--- src/rtl/sdw_pkg.sv ---
package sdw_pkg;
  typedef enum logic [1:0] {
    ALGN_ZERO    = 2'd0,
    ALGN_TRIVIAL = 2'd1,
    ALGN_MOD     = 2'd2
  } algn_kind_e;
endpackage

--- src/rtl/sdw_claim.sv ---
module sdw_claim #(
  parameter int unsigned CAP_WORDS = 16,
  parameter int unsigned BYTE_W    = 8,
  parameter int unsigned USED_W    = 5
) (
  input  logic [USED_W-1:0] used_i,
  input  logic [BYTE_W-1:0] bytes_i,
  output logic              ok_o,
  output logic [USED_W-1:0] new_used_o,
  output logic [USED_W-1:0] idx_o
);
  localparam int unsigned SUM_W = ((BYTE_W > USED_W) ? BYTE_W : USED_W) + 1;

  logic [SUM_W-1:0] words, sum;
  logic             aligned, fits;

  always_comb begin
    words      = SUM_W'(bytes_i >> 2);
    sum        = SUM_W'(used_i) + words;
    aligned    = (bytes_i[1:0] == 2'b00);
    fits       = (sum <= SUM_W'(CAP_WORDS));
    ok_o       = aligned && fits;
    new_used_o = ok_o ? sum[USED_W-1:0] : used_i;
    idx_o      = ok_o ? (USED_W'(CAP_WORDS) - sum[USED_W-1:0]) : '0;
  end
endmodule

--- src/rtl/sdw_pad.sv ---
module sdw_pad
  import sdw_pkg::*;
#(
  parameter int unsigned USED_W = 5,
  parameter int unsigned ALGN_W = 8
) (
  input  logic [USED_W-1:0] used_i,
  input  logic [ALGN_W-1:0] algn_i,
  output logic              bad_o,
  output logic [ALGN_W-1:0] pad_o
);
  localparam int unsigned MW = ((USED_W + 2) > ALGN_W) ? (USED_W + 2) : ALGN_W;

  algn_kind_e    kind;
  logic [MW-1:0] used_bytes, rem;

  always_comb begin
    if (algn_i == '0)                                      kind = ALGN_ZERO;
    else if (algn_i == ALGN_W'(1) || algn_i == ALGN_W'(2) ||
             algn_i == ALGN_W'(4))                         kind = ALGN_TRIVIAL;
    else                                                   kind = ALGN_MOD;
  end

  always_comb begin
    used_bytes = MW'({used_i, 2'b00});
    rem        = '0;
    if (kind == ALGN_MOD) rem = used_bytes % MW'(algn_i);
  end

  assign bad_o = (kind == ALGN_ZERO);
  assign pad_o = rem[ALGN_W-1:0];
endmodule

--- src/rtl/sdw_stack.sv ---
module sdw_stack
  import sdw_pkg::*;
#(
  parameter int unsigned CAP_WORDS = 16,
  parameter int unsigned BYTE_W    = 8,
  parameter int unsigned ALGN_W    = 8,
  localparam int unsigned USED_W   = $clog2(CAP_WORDS + 1)
) (
  input  logic              clk_i,
  input  logic              rst_ni,
  input  logic              clear_i,
  input  logic              push_vld_i,
  input  logic [BYTE_W-1:0] push_bytes_i,
  output logic              push_done_o,
  output logic              push_ok_o,
  output logic [USED_W-1:0] push_idx_o,
  input  logic              algn_vld_i,
  input  logic [ALGN_W-1:0] algn_val_i,
  output logic              algn_done_o,
  output logic              algn_bad_o,
  output logic [ALGN_W-1:0] algn_pad_o
);
  logic [USED_W-1:0] used_q;
  logic              claim_ok;
  logic [USED_W-1:0] claim_used, claim_idx;
  logic              pad_bad;
  logic [ALGN_W-1:0] pad_val;

  sdw_claim #(.CAP_WORDS(CAP_WORDS), .BYTE_W(BYTE_W), .USED_W(USED_W)) u_claim (
    .used_i    (used_q),
    .bytes_i   (push_bytes_i),
    .ok_o      (claim_ok),
    .new_used_o(claim_used),
    .idx_o     (claim_idx)
  );

  // query sees the count as it stood before this cycle
  sdw_pad #(.USED_W(USED_W), .ALGN_W(ALGN_W)) u_pad (
    .used_i(used_q),
    .algn_i(algn_val_i),
    .bad_o (pad_bad),
    .pad_o (pad_val)
  );

  always_ff @(posedge clk_i or negedge rst_ni) begin
    if (!rst_ni) begin
      used_q      <= '0;
      push_done_o <= 1'b0;
      push_ok_o   <= 1'b0;
      push_idx_o  <= '0;
    end else begin
      push_done_o <= push_vld_i;
      if (clear_i) begin
        used_q     <= '0;
        push_ok_o  <= 1'b0;
        push_idx_o <= '0;
      end else if (push_vld_i) begin
        used_q     <= claim_used;
        push_ok_o  <= claim_ok;
        push_idx_o <= claim_idx;
      end
    end
  end

  always_ff @(posedge clk_i or negedge rst_ni) begin
    if (!rst_ni) begin
      algn_done_o <= 1'b0;
      algn_bad_o  <= 1'b0;
      algn_pad_o  <= '0;
    end else begin
      algn_done_o <= algn_vld_i;
      if (algn_vld_i) begin
        algn_bad_o <= pad_bad;
        algn_pad_o <= pad_val;
      end
    end
  end

  AST_NO_OVERFLOW: assert property (@(posedge clk_i) disable iff (!rst_ni)
    used_q <= USED_W'(CAP_WORDS));
  AST_UNALIGNED_NOP: assert property (@(posedge clk_i) disable iff (!rst_ni)
    (push_vld_i && !clear_i && push_bytes_i[1:0] != 2'b00) |=> (used_q == $past(used_q) && !push_ok_o));
  AST_IDX_MATCH: assert property (@(posedge clk_i) disable iff (!rst_ni)
    (push_done_o && push_ok_o) |-> (push_idx_o == USED_W'(CAP_WORDS) - used_q));
  AST_ZERO_ALIGN: assert property (@(posedge clk_i) disable iff (!rst_ni)
    (algn_vld_i && algn_val_i == '0) |=> (algn_bad_o && algn_pad_o == '0));
  AST_PAD_BOUND: assert property (@(posedge clk_i) disable iff (!rst_ni)
    (algn_vld_i && algn_val_i != '0) |=> (!algn_bad_o && algn_pad_o < $past(algn_val_i)));
  AST_CLEAR_EMPTY: assert property (@(posedge clk_i) disable iff (!rst_ni)
    clear_i |=> (used_q == '0));
  AST_DONE_LAT: assert property (@(posedge clk_i) disable iff (!rst_ni)
    push_vld_i |=> push_done_o);
endmodule

--- config.mk ---
export PLATFORM = sky130hd
export DESIGN_NAME = sdw_stack
export DESIGN_NICKNAME = d
export VERILOG_FILES = /design/src/rtl/sdw_pkg.sv /design/src/rtl/sdw_claim.sv /design/src/rtl/sdw_pad.sv /design/src/rtl/sdw_stack.sv
export SDC_FILE = /design/constraint.sdc
export NUM_CORES = 1
export LEC_CHECK = 0
export ABC_AREA = 1
export BUFFER_PORTS_ARGS = -buffer_cell sky130_fd_sc_hd__buf_4
export CELL_PAD_IN_SITES_DETAIL_PLACEMENT = 0
export CELL_PAD_IN_SITES_GLOBAL_PLACEMENT = 1
export CORE_ASPECT_RATIO = 1.1
export CORE_UTILIZATION = 38
export CTS_CLUSTER_DIAMETER = 60
export DETAILED_ROUTE_END_ITERATION = 7
export PLACE_DENSITY_LB_ADDON = 0.1
export SLEW_MARGIN = 5
export SYNTH_ARGS = -nofsm -noshare
export SYNTH_HDL_FRONTEND = slang
export SYNTH_SLANG_ARGS = --single-unit
--- constraint.sdc ---
create_clock -name clk_i -period 7.1 [get_ports clk_i]
set_input_delay 1.065 -clock clk_i [delete_from_list [all_inputs] [get_ports clk_i]]
set_output_delay 1.065 -clock clk_i [all_outputs]
set_load 0.03 [all_outputs]
==> results.yml, run 1 <==
global_routing:
  grt_pass1_wl_mm: 15.2
  antenna_found_initial: 0
  grt_pass1_vias: 3548
  track_usage: 0.233
  grt_max_degree: 23
  gr-total-overflow: 0
worst_setup_path:
  critPathMaxFanout: 7
  crit_path_top_delay_cell: "or3_1"
  crit_start: "algn_val_i[0]"
  arrival_ns: 8.58
  path_class: "in -> reg"
  worst_ep_required_time_ns: 7.28
  worstSetupStartpointType: "input pin"
  endpoint_kind: "flop"
  crit_path_frequent_cell: "nand2_2"
  r2r_start: "used_q[4]"
  max_stage_delay_ns: 0.31
outcome:
  violations: "negative setup slack"
  status: "complete, but fails checks"
logic_synthesis:
  ys_top_cells_by_area: "dfrtp_1, ha_1, nand2_1"
  synthArstFlopShare: 1.00
  yosysUniqueCellTypes: 42
  synth-edff-count: 0
  synth_top_flop_cell: "dfrtp_1"
  synth_top_area_share: 0.187
  syn_area_um2: 2950
  syn_avg_cell_area_um2: 6.79
  synth-seq-cells: 22
  yosysWarnings: 0
  netlist_instances: 435
  yosysSeqAreaShare: 0.187
  syn-num-nets: 499
  yosys.area.top_type: "dfrtp_1"
cells_and_area:
  fill_cells: 588
  seq_area_um2: 551
  synthToLayoutAreaGrowth_pct: 83.3
  nets: 706
  layout-drive-gt1-share: 0.557
  antenna_cells: 0
  multi_input_area_um2: 2860
  final_cells: 746
die:
  row_count: 33
  die_y_um: 94.4
  die_area_um2: 8120
  die_x_um: 86.0
  io_pins: 38
  initial_core_util: 0.395
  core_area_um2: 7470
timing:
  slew_viol_final: 0
  rsz0062_at_grt: "yes"
  finalWorstSetupSlack_ns: -1.30
  fin_worst_skew_ns: 0.00728
  post-route-min-period_ns: 8.40
  max_freq_mhz: 119
  worst_hold_slack_ns: 0.482
  post-route-period-util: 1.18
  hold_viol_final: 0
  setup_viol: 8
placement:
  numPortBuffers: 37
  placed_cells: 691
  pre_cts_ws_ns: -1.81
  dpl.hpwl_mm: 7.23
  place_congestion: 0.927
job:
  maxCapViolCount: 0
route:
  vias: 3572
  drt_iter0_markers: 77
  viasPerCell: 4.79
  drtPass1Iterations: 6
  drt-total-wl_mm: 9.88
  routedWlPerCell_um: 13.2
  drc: 0
  ant_nets: 0
clock_network:
  path_clk_slew_ns: 0.07
  cts_buffer_depth: 2
  cts.sink_count: 22
  insertion_delay_ns: 0.26
  cts-root-buf: "clkbuf_8"
  cts_made_buffers: 3
  tritoncts: "built"
  htreeDepth: 1
worst_hold_path:
  min_from: "algn_pad_o[7]"
  min_path_type: "reg -> reg"
power:
  p_per_area_nw_per_um2: 87.9
  max-vdd-ir-drop_mv: 0.0862
  power.leakage_nw: 2.85
  finalPower_uw: 476
[critical path: cells and delay by family]
family / cells / cell delay, ns
and+or+nand+nor: 29 / 2.81
buffers and inverters: 9 / 0.82
AOI/OAI and AO/OA: 13 / 1.87
xor gates and xnor gates: 1 / 0.14
adders and majority gates: 7 / 1.80
[cells in the mapped netlist, types with 2 or more instances]
master / n
nand3_1: 35
o21ai_1: 6
clkbuf_1: 3
nor2_4: 3
o211ai_1: 4
nor3_2: 2
nor2_1: 24
or2_2: 4
ha_1: 41
dfrtp_1: 22
a21oi_1: 24
nand4_1: 2
nand3b_1: 2
o21ai_2: 7
o22ai_1: 2
nand3_2: 3
inv_2: 7
nor2_2: 2
o21ai_0: 13
nor3_1: 4
xor2_1: 14
nand2_1: 129
and2_1: 5
xnor2_1: 9
inv_1: 50
fa_1: 2
[routing by layer]
| layer | routed length (um) | vias to the layer above | part of all wire | GRT usage |
|---|---|---|---|---|
| met5 | 0 | - | 0 | 0 |
| met4 | 216 | 0 | 0.022 | 0.0500 |
| met3 | 140 | 18 | 0.014 | 0.0175 |
| met2 | 5340 | 44 | 0.54 | 0.450 |
| met1 | 4190 | 1672 | 0.42 | 0.279 |
| li1 | - | 1838 | - | - |
[cell usage in the layout, fill, tap and decap left out, types with 5 or more instances in the layout]
cell type	synthesis	routed
o21ai_0	13	5
o21ai_1	6	6
a21oi_1	24	12
ha_1	41	16
ha_4	0	24
nand3_1	35	26
nand2_4	1	7
nand3_2	3	9
nand2_2	1	35
nor2_1	24	19
a21oi_2	0	10
o21ai_2	7	11
nand2_1	129	89
inv_1	50	44
nor2_2	2	6
xor2_1	14	14
xnor2_1	9	7
dfrtp_1	22	22
inv_2	7	6
buf_4	0	199
[flip-flops by register name (all words and copies together) (netlist names)]
register     count
algn_pad_o       8
used_q           5
push_ok_o        1
push_done_o      1
algn_done_o      1
algn_bad_o       1
push_idx_o       5
[path summary, 6_finish.rpt]
check | endpoint | slack, ns | cells past startpoint
setup / recovery | algn_pad_o[1] | -1.30 | 59
hold / removal | algn_pad_o[7] | 0.48 | 2
setup reg to reg | algn_pad_o[1] | -0.76 | 57
hold reg to reg | algn_pad_o[7] | 0.48 | 2
max in group asynchronous | push_idx_o[3] | 6.20 | 1
min in group asynchronous | push_idx_o[2] | 0.68 | 1
[power breakdown]
part / total, mW / switching (mW) / internal (mW)
registers: 0.136 / 0.00399 / 0.132
logic: 0.252 / 0.128 / 0.124
clock network: 0.0885 / 0.0391 / 0.0494
[area by class of cell]
type,count,area share
sequential,22,0.102
inverter,58,0.0449
clock buffer,4,0.0102
timing repair buffer,205,0.291
tap,105,0.0243
multi-input combinational,352,0.528
[metrics by stage]
step                      cell area (um^2)  setup TNS (ns)   util
after floorplan                       3100           -8.23      -
after global placement                4370          -12.65  0.585
after detailed placement              4370          -14.21  0.585
after CTS                             5000           -8.91  0.670
after global routing                  5410          -13.23  0.724
final                                 5410          -10.18  0.724
[timing repair]
action,CTS,global route
setup buffers,44,8
cloned,0,0
resized for setup,57,73
pin swaps,52,56
hold buffers,0,0
setup endpoints to repair,8,8
[kinds of logic (layout without fill, tap and decap cells)]
| kind of cell | Yosys count | count (layout) | synth area share |
|---|---|---|---|
| AND/OR/NAND/NOR | 220 | 220 | 0.337 |
| adder cells (fa/ha/maj) | 43 | 43 | 0.187 |
| XOR/XNOR | 23 | 23 | 0.0683 |
| flip-flops | 22 | 22 | 0.187 |
| buffers and inverters | 61 | 267 | 0.0776 |
| AO/OA/AOI/OAI | 65 | 65 | 0.142 |
| other | 1 | 1 | 0.00127 |
Note: power is estimated with default switching activity, not from simulation.
==> inputs of run 2 (changes only) <==
--- a/config.mk
+++ b/config.mk
@@ -10,7 +10,7 @@
 export CELL_PAD_IN_SITES_DETAIL_PLACEMENT = 0
 export CELL_PAD_IN_SITES_GLOBAL_PLACEMENT = 1
 export CORE_ASPECT_RATIO = 1.1
-export CORE_UTILIZATION = 38
+export CORE_UTILIZATION = 35
 export CTS_CLUSTER_DIAMETER = 60
 export DETAILED_ROUTE_END_ITERATION = 7
 export PLACE_DENSITY_LB_ADDON = 0.1
==> results.yml, run 2 (synthesis results as in run 1) <==
outcome:
  status: "complete, but fails checks"
  violations: "negative setup slack"
die:
  core_area_um2: 8040
  die_area_um2: 8810
  die_x_um: 89.6
  die_y_um: 98.3
  io_pins: 38
  row_count: 34
  initial_core_util: 0.367
global_routing:
  gr-total-overflow: 0
  met1_usage: 0.273
  grt_max_degree: 23
  grtUsageMet2: 0.450
  grt.busiest_layer: "met2"
  track_usage: 0.234
  grt_pass1_wl_mm: 16.4
  use_met3: 0.0220
  antenna_found_initial: 0
  grt_pass1_vias: 3765
cells_and_area:
  layout-drive-gt1-share: 0.581
  layout_common_cells: "buf_4, nand2_1, inv_1"
  synthToLayoutAreaGrowth_pct: 88.6
  regMostFlops: "algn_pad_o"
  largest_reg_flops: 8
  final_cells: 750
  largestRegisters: "algn_pad_o: 8 flops, push_idx_o: 5 flops, used_q: 5 flops"
  design_area_um2: 5570
  nets: 707
  antenna_cells: 0
  final_common_cell: "buf_4"
route:
  drt-total-wl_mm: 10.3
  viasPerCell: 4.84
  ant_nets: 0
  drt_iter0_markers: 101
  drtPass1Iterations: 5
  routedWlPerCell_um: 13.7
  drc: 0
  vias: 3632
worst_setup_path:
  critPathMaxFanout: 7
  crit_path_top_delay_cell: "or3_1"
  path_delay_family: "simple AND/OR/NAND/NOR gates"
  worstSetupStartpointType: "input pin"
  reg2reg_depth: 56
  crit_path_frequent_cell: "nand2_2"
  r2r_slack_ns: -0.66
  worst_ep_required_time_ns: 7.26
  max_stage_delay_ns: 0.33
  path_buf_inv: 10
  crit_cells: 59
  path_class: "in -> reg"
  arrival_ns: 8.44
  endpoint_kind: "flop"
clock_network:
  htreeDepth: 1
  path_clk_slew_ns: 0.08
  cts_hold_buf: 0
  cts_made_buffers: 3
  cts.sink_count: 22
  cts-root-buf: "clkbuf_8"
  insertion_delay_ns: 0.26
  cts_buffer_depth: 2
  tritoncts: "built"
timing:
  slew_viol_final: 0
  finalWorstSetupSlack_ns: -1.19
  post-route-period-util: 1.17
  worst_hold_slack_ns: 0.487
  setup_viol: 8
  rsz0062_at_grt: "yes"
  post-route-min-period_ns: 8.29
  fin_worst_skew_ns: 0.00329
  hold_viol_final: 0
  max_freq_mhz: 121
  tns_ns: -9.19
worst_hold_path:
  hold_depth: 2
  min_path_type: "reg -> reg"
power:
  power.leakage_nw: 2.92
  p_int_uw: 338
  power_frac_clock: 0.226
  p_seq_frac: 0.262
  power.net_switching_uw: 180
  swShare: 0.348
  p_per_area_nw_per_um2: 93.1
  combPwrFrac: 0.513
  max-vdd-ir-drop_mv: 0.0638
placement:
  placed_area_um2: 4370
  dpl.hpwl_mm: 7.24
  placed_cells: 693
  numPortBuffers: 37
  place_congestion: 0.873
job:
  maxCapViolCount: 0
-- run 2: cell count changes in the layout (fill, tap and decap cells not counted), moves of 3 or more --
| cell | delta |
|---|---|
| nand3_1 | -8 |
| nand3_2 | +7 |
| nand2_1 | -3 |
| nand2_4 | +3 |
-- run 2: layout make-up --
class,count,area (um^2)
multi-input cells,352,2960
clock buffers,3,41.3
clock inverters,1,30.0
fillers,639,2470
repair buffers,206,1600
flip-flops and latches,22,551
well taps,108,135
inverters,58,248
-- run 2: stage by stage --
stage               power [mW]   util  setup slack [ns]
detailed placement       0.338  0.543             -1.84
floorplan                0.248      -             -1.05
global placement         0.335  0.543             -1.61
finish                   0.518  0.692             -1.19
global route             0.552  0.692             -1.58
CTS                      0.498  0.651             -1.01
-- run 2: final timing paths --
check / to / startpoint
setup / recovery: algn_pad_o[5] / algn_val_i[0]
hold / removal: push_idx_o[4] / push_idx_o[4]
setup reg to reg: algn_pad_o[5] / used_q[4]
hold reg to reg: push_idx_o[4] / push_idx_o[4]
max in group asynchronous: algn_bad_o / rst_ni
min in group asynchronous: algn_pad_o[6] / rst_ni
-- run 2: routing by layer --
metal	vias up	part of all wire
met4	0	0.025
li1	1843	-
met1	1697	0.41
met5	-	0
met2	68	0.55
met3	24	0.023
-- run 2: worst reg2reg max path, delay by kind of cell, from the launching register on --
kind / cells / cell delay [ns]
xor gates and xnor gates: 1 / 0.14
DFF: 1 / 0.41
AOI/OAI and AO/OA: 13 / 2.00
adders and majority gates: 7 / 1.79
and+or+nand+nor: 27 / 2.51
buffers and inverters: 8 / 0.81
-- run 2: power by group through the flow --
stage | combinational (mW) | sequential (mW) | clock [mW]
floorplan | 0.0989 | 0.149 | 0
global placement | 0.198 | 0.138 | 0
detailed placement | 0.200 | 0.138 | 0
CTS | 0.244 | 0.136 | 0.118
global route | 0.289 | 0.136 | 0.126
finish | 0.266 | 0.136 | 0.117
-- run 2: repair_timing --
item,CTS,global route
setup endpoints to repair,8,8
gates resized for setup,99,58
buffers inserted,44,11
pin swaps,64,60
==> inputs of run 3 (changes only) <==
--- a/config.mk
+++ b/config.mk
@@ -10,7 +10,7 @@
 export CELL_PAD_IN_SITES_DETAIL_PLACEMENT = 0
 export CELL_PAD_IN_SITES_GLOBAL_PLACEMENT = 1
 export CORE_ASPECT_RATIO = 1.1
-export CORE_UTILIZATION = 35
+export CORE_UTILIZATION = 38
 export CTS_CLUSTER_DIAMETER = 60
 export DETAILED_ROUTE_END_ITERATION = 7
 export PLACE_DENSITY_LB_ADDON = 0.1
==> constraint.sdc (replaced) <==
create_clock -name clk_i -period 7.55 [get_ports clk_i]
set_input_delay 1.1325 -clock clk_i [delete_from_list [all_inputs] [get_ports clk_i]]
set_output_delay 1.1325 -clock clk_i [all_outputs]
set_load 0.03 [all_outputs]
==> results.yml, run 3 (synthesis results as in run 1) <==
worst_setup_path:
  max_stage_delay_ns: 0.34
  worst_ep_required_time_ns: 7.71
  crit_path_frequent_cell: "nand2_2"
  path_class: "in -> reg"
  timing.rr.end: "algn_pad_o[3]"
  reg2reg_depth: 54
  worstSetupStartpointType: "input pin"
  crit_path_top_delay_cell: "or3_1"
  r2r_start: "used_q[4]"
  arrival_ns: 8.65
  critPathMaxFanout: 7
  r2r_slack_ns: -0.35
  path_buf_inv: 7
  endpoint_kind: "flop"
  path_delay_family: "simple AND/OR/NAND/NOR gates"
route:
  drt_iter0_markers: 80
  drt-total-wl_mm: 10.2
  routedWlPerCell_um: 13.9
  drc: 0
  ant_nets: 0
  viasPerCell: 4.87
  drtPass1Iterations: 5
  vias: 3582
power:
  power_frac_clock: 0.234
  power.net_switching_uw: 161
  combPwrFrac: 0.493
  p_int_uw: 305
  p_seq_frac: 0.273
  p_per_area_nw_per_um2: 87.7
  swShare: 0.346
  max-vdd-ir-drop_mv: 0.0591
  power.leakage_nw: 2.83
  finalPower_uw: 466
die:
  io_pins: 38
  core_area_um2: 7470
  initial_core_util: 0.395
  die_area_um2: 8120
  row_count: 33
  die_x_um: 86.0
  die_y_um: 94.4
global_routing:
  grt_max_degree: 23
  grt_pass1_wl_mm: 15.7
  antenna_found_initial: 0
  grt_pass1_vias: 3580
  track_usage: 0.239
  gr-total-overflow: 0
cells_and_area:
  nets: 696
  final_cells: 736
  fill_cells: 609
  synthToLayoutAreaGrowth_pct: 80.2
  final_core_util: 0.712
  largest_reg_flops: 8
  largestRegisters: "algn_pad_o: 8 flops, push_idx_o: 5 flops, used_q: 5 flops"
  final_common_cell: "buf_4"
  layout-drive-gt1-share: 0.545
  layout_common_cells: "buf_4, nand2_1, inv_1"
  antenna_cells: 0
  regMostFlops: "algn_pad_o"
job:
  maxCapViolCount: 0
timing:
  hold_viol_final: 0
  setup_viol: 8
  finalWorstSetupSlack_ns: -0.940
  post-route-period-util: 1.12
  post-route-min-period_ns: 8.49
  rsz0062_at_grt: "yes"
  tns_ns: -7.29
  fin_worst_skew_ns: 0.00544
  slew_viol_final: 0
  max_freq_mhz: 118
outcome:
  violations: "negative setup slack"
  status: "complete, but fails checks"
clock_network:
  cts-root-buf: "clkbuf_8"
  cts_made_buffers: 3
  insertion_delay_ns: 0.26
  cts.sink_count: 22
  path_clk_slew_ns: 0.08
  tritoncts: "built"
  htreeDepth: 1
  cts_buffer_depth: 2
placement:
  placed_cells: 688
  numPortBuffers: 37
  place_congestion: 0.933
  dpl.hpwl_mm: 7.13
worst_hold_path:
  hold_depth: 2
  holdPathEnd: "algn_pad_o[3]"
  min_from: "algn_pad_o[3]"
  min_path_type: "reg -> reg"
## run 3: cell count changes in the layout (fill, tap and decap cells not counted), sizes merged
cell  change
buf      -11
## run 3: tightest hold or removal path: cells and delay by family, from the launching register on
kind          cells  cell delay [ns]
flops             1             0.35
simple gates      2             0.11
## run 3: cell type report
type | count | area [um^2] | area share
Tap cell | 105 | 131 | 0.0247
Inverter | 58 | 240 | 0.0452
Multi-Input combinational cell | 352 | 2850 | 0.535
Clock buffer | 3 | 41.3 | 0.00776
Clock inverter | 1 | 30.0 | 0.00565
Timing Repair Buffer | 195 | 1480 | 0.278
Sequential cell | 22 | 551 | 0.104
## run 3: worst max-delay path by stage
stage / startpoint / to / slack, ns / depth (start not counted)
6_report: algn_val_i[0] / algn_pad_o[3] / -0.94 / 57
5_1_grt: algn_val_i[0] / algn_pad_o[3] / -1.33 / 59
4_1_cts: algn_val_i[0] / algn_pad_o[7] / -0.81 / 58
3_5_place_dp: algn_val_i[0] / algn_pad_o[7] / -1.46 / 58
3_3_place_gp: algn_val_i[0] / algn_pad_o[7] / -1.23 / 56
2_1_floorplan: algn_val_i[1] / algn_pad_o[3] / -0.67 / 56
## run 3: routing by layer
layer / vias up / GRT usage / part of all wire
li1: 1817 / - / -
met1: 1693 / 0.285 / 0.42
met2: 61 / 0.462 / 0.54
met3: 11 / 0.0271 / 0.022
met4: 0 / 0.0417 / 0.015
met5: - / 0 / 0
## run 3: what timing repair did
action,in CTS,in global routing
setup endpoints to repair,8,8
hold buffers,0,0
setup buffers,38,6
gates resized for setup,47,79
pin swaps,49,53
## run 3: stage by stage
stage | worst slack [ns] | hold slack, ns | instance area (um^2)
3_5_place_dp | -1.46 | 0.469 | 4350
4_1_cts | -0.807 | 0.487 | 4900
2_1_floorplan | -0.672 | 0.528 | 3100
6_report | -0.940 | 0.483 | 5320
3_3_place_gp | -1.23 | 0.467 | 4350
5_1_grt | -1.33 | 0.514 | 5320
## run 3: power groups by stage
stage	Sequential, mW	Combinational [mW]	Clock, mW
floorplan	0.140	0.0930	0
global placement	0.130	0.184	0
detailed placement	0.130	0.186	0
CTS	0.127	0.204	0.110
global route	0.128	0.251	0.115
finish	0.127	0.230	0.109
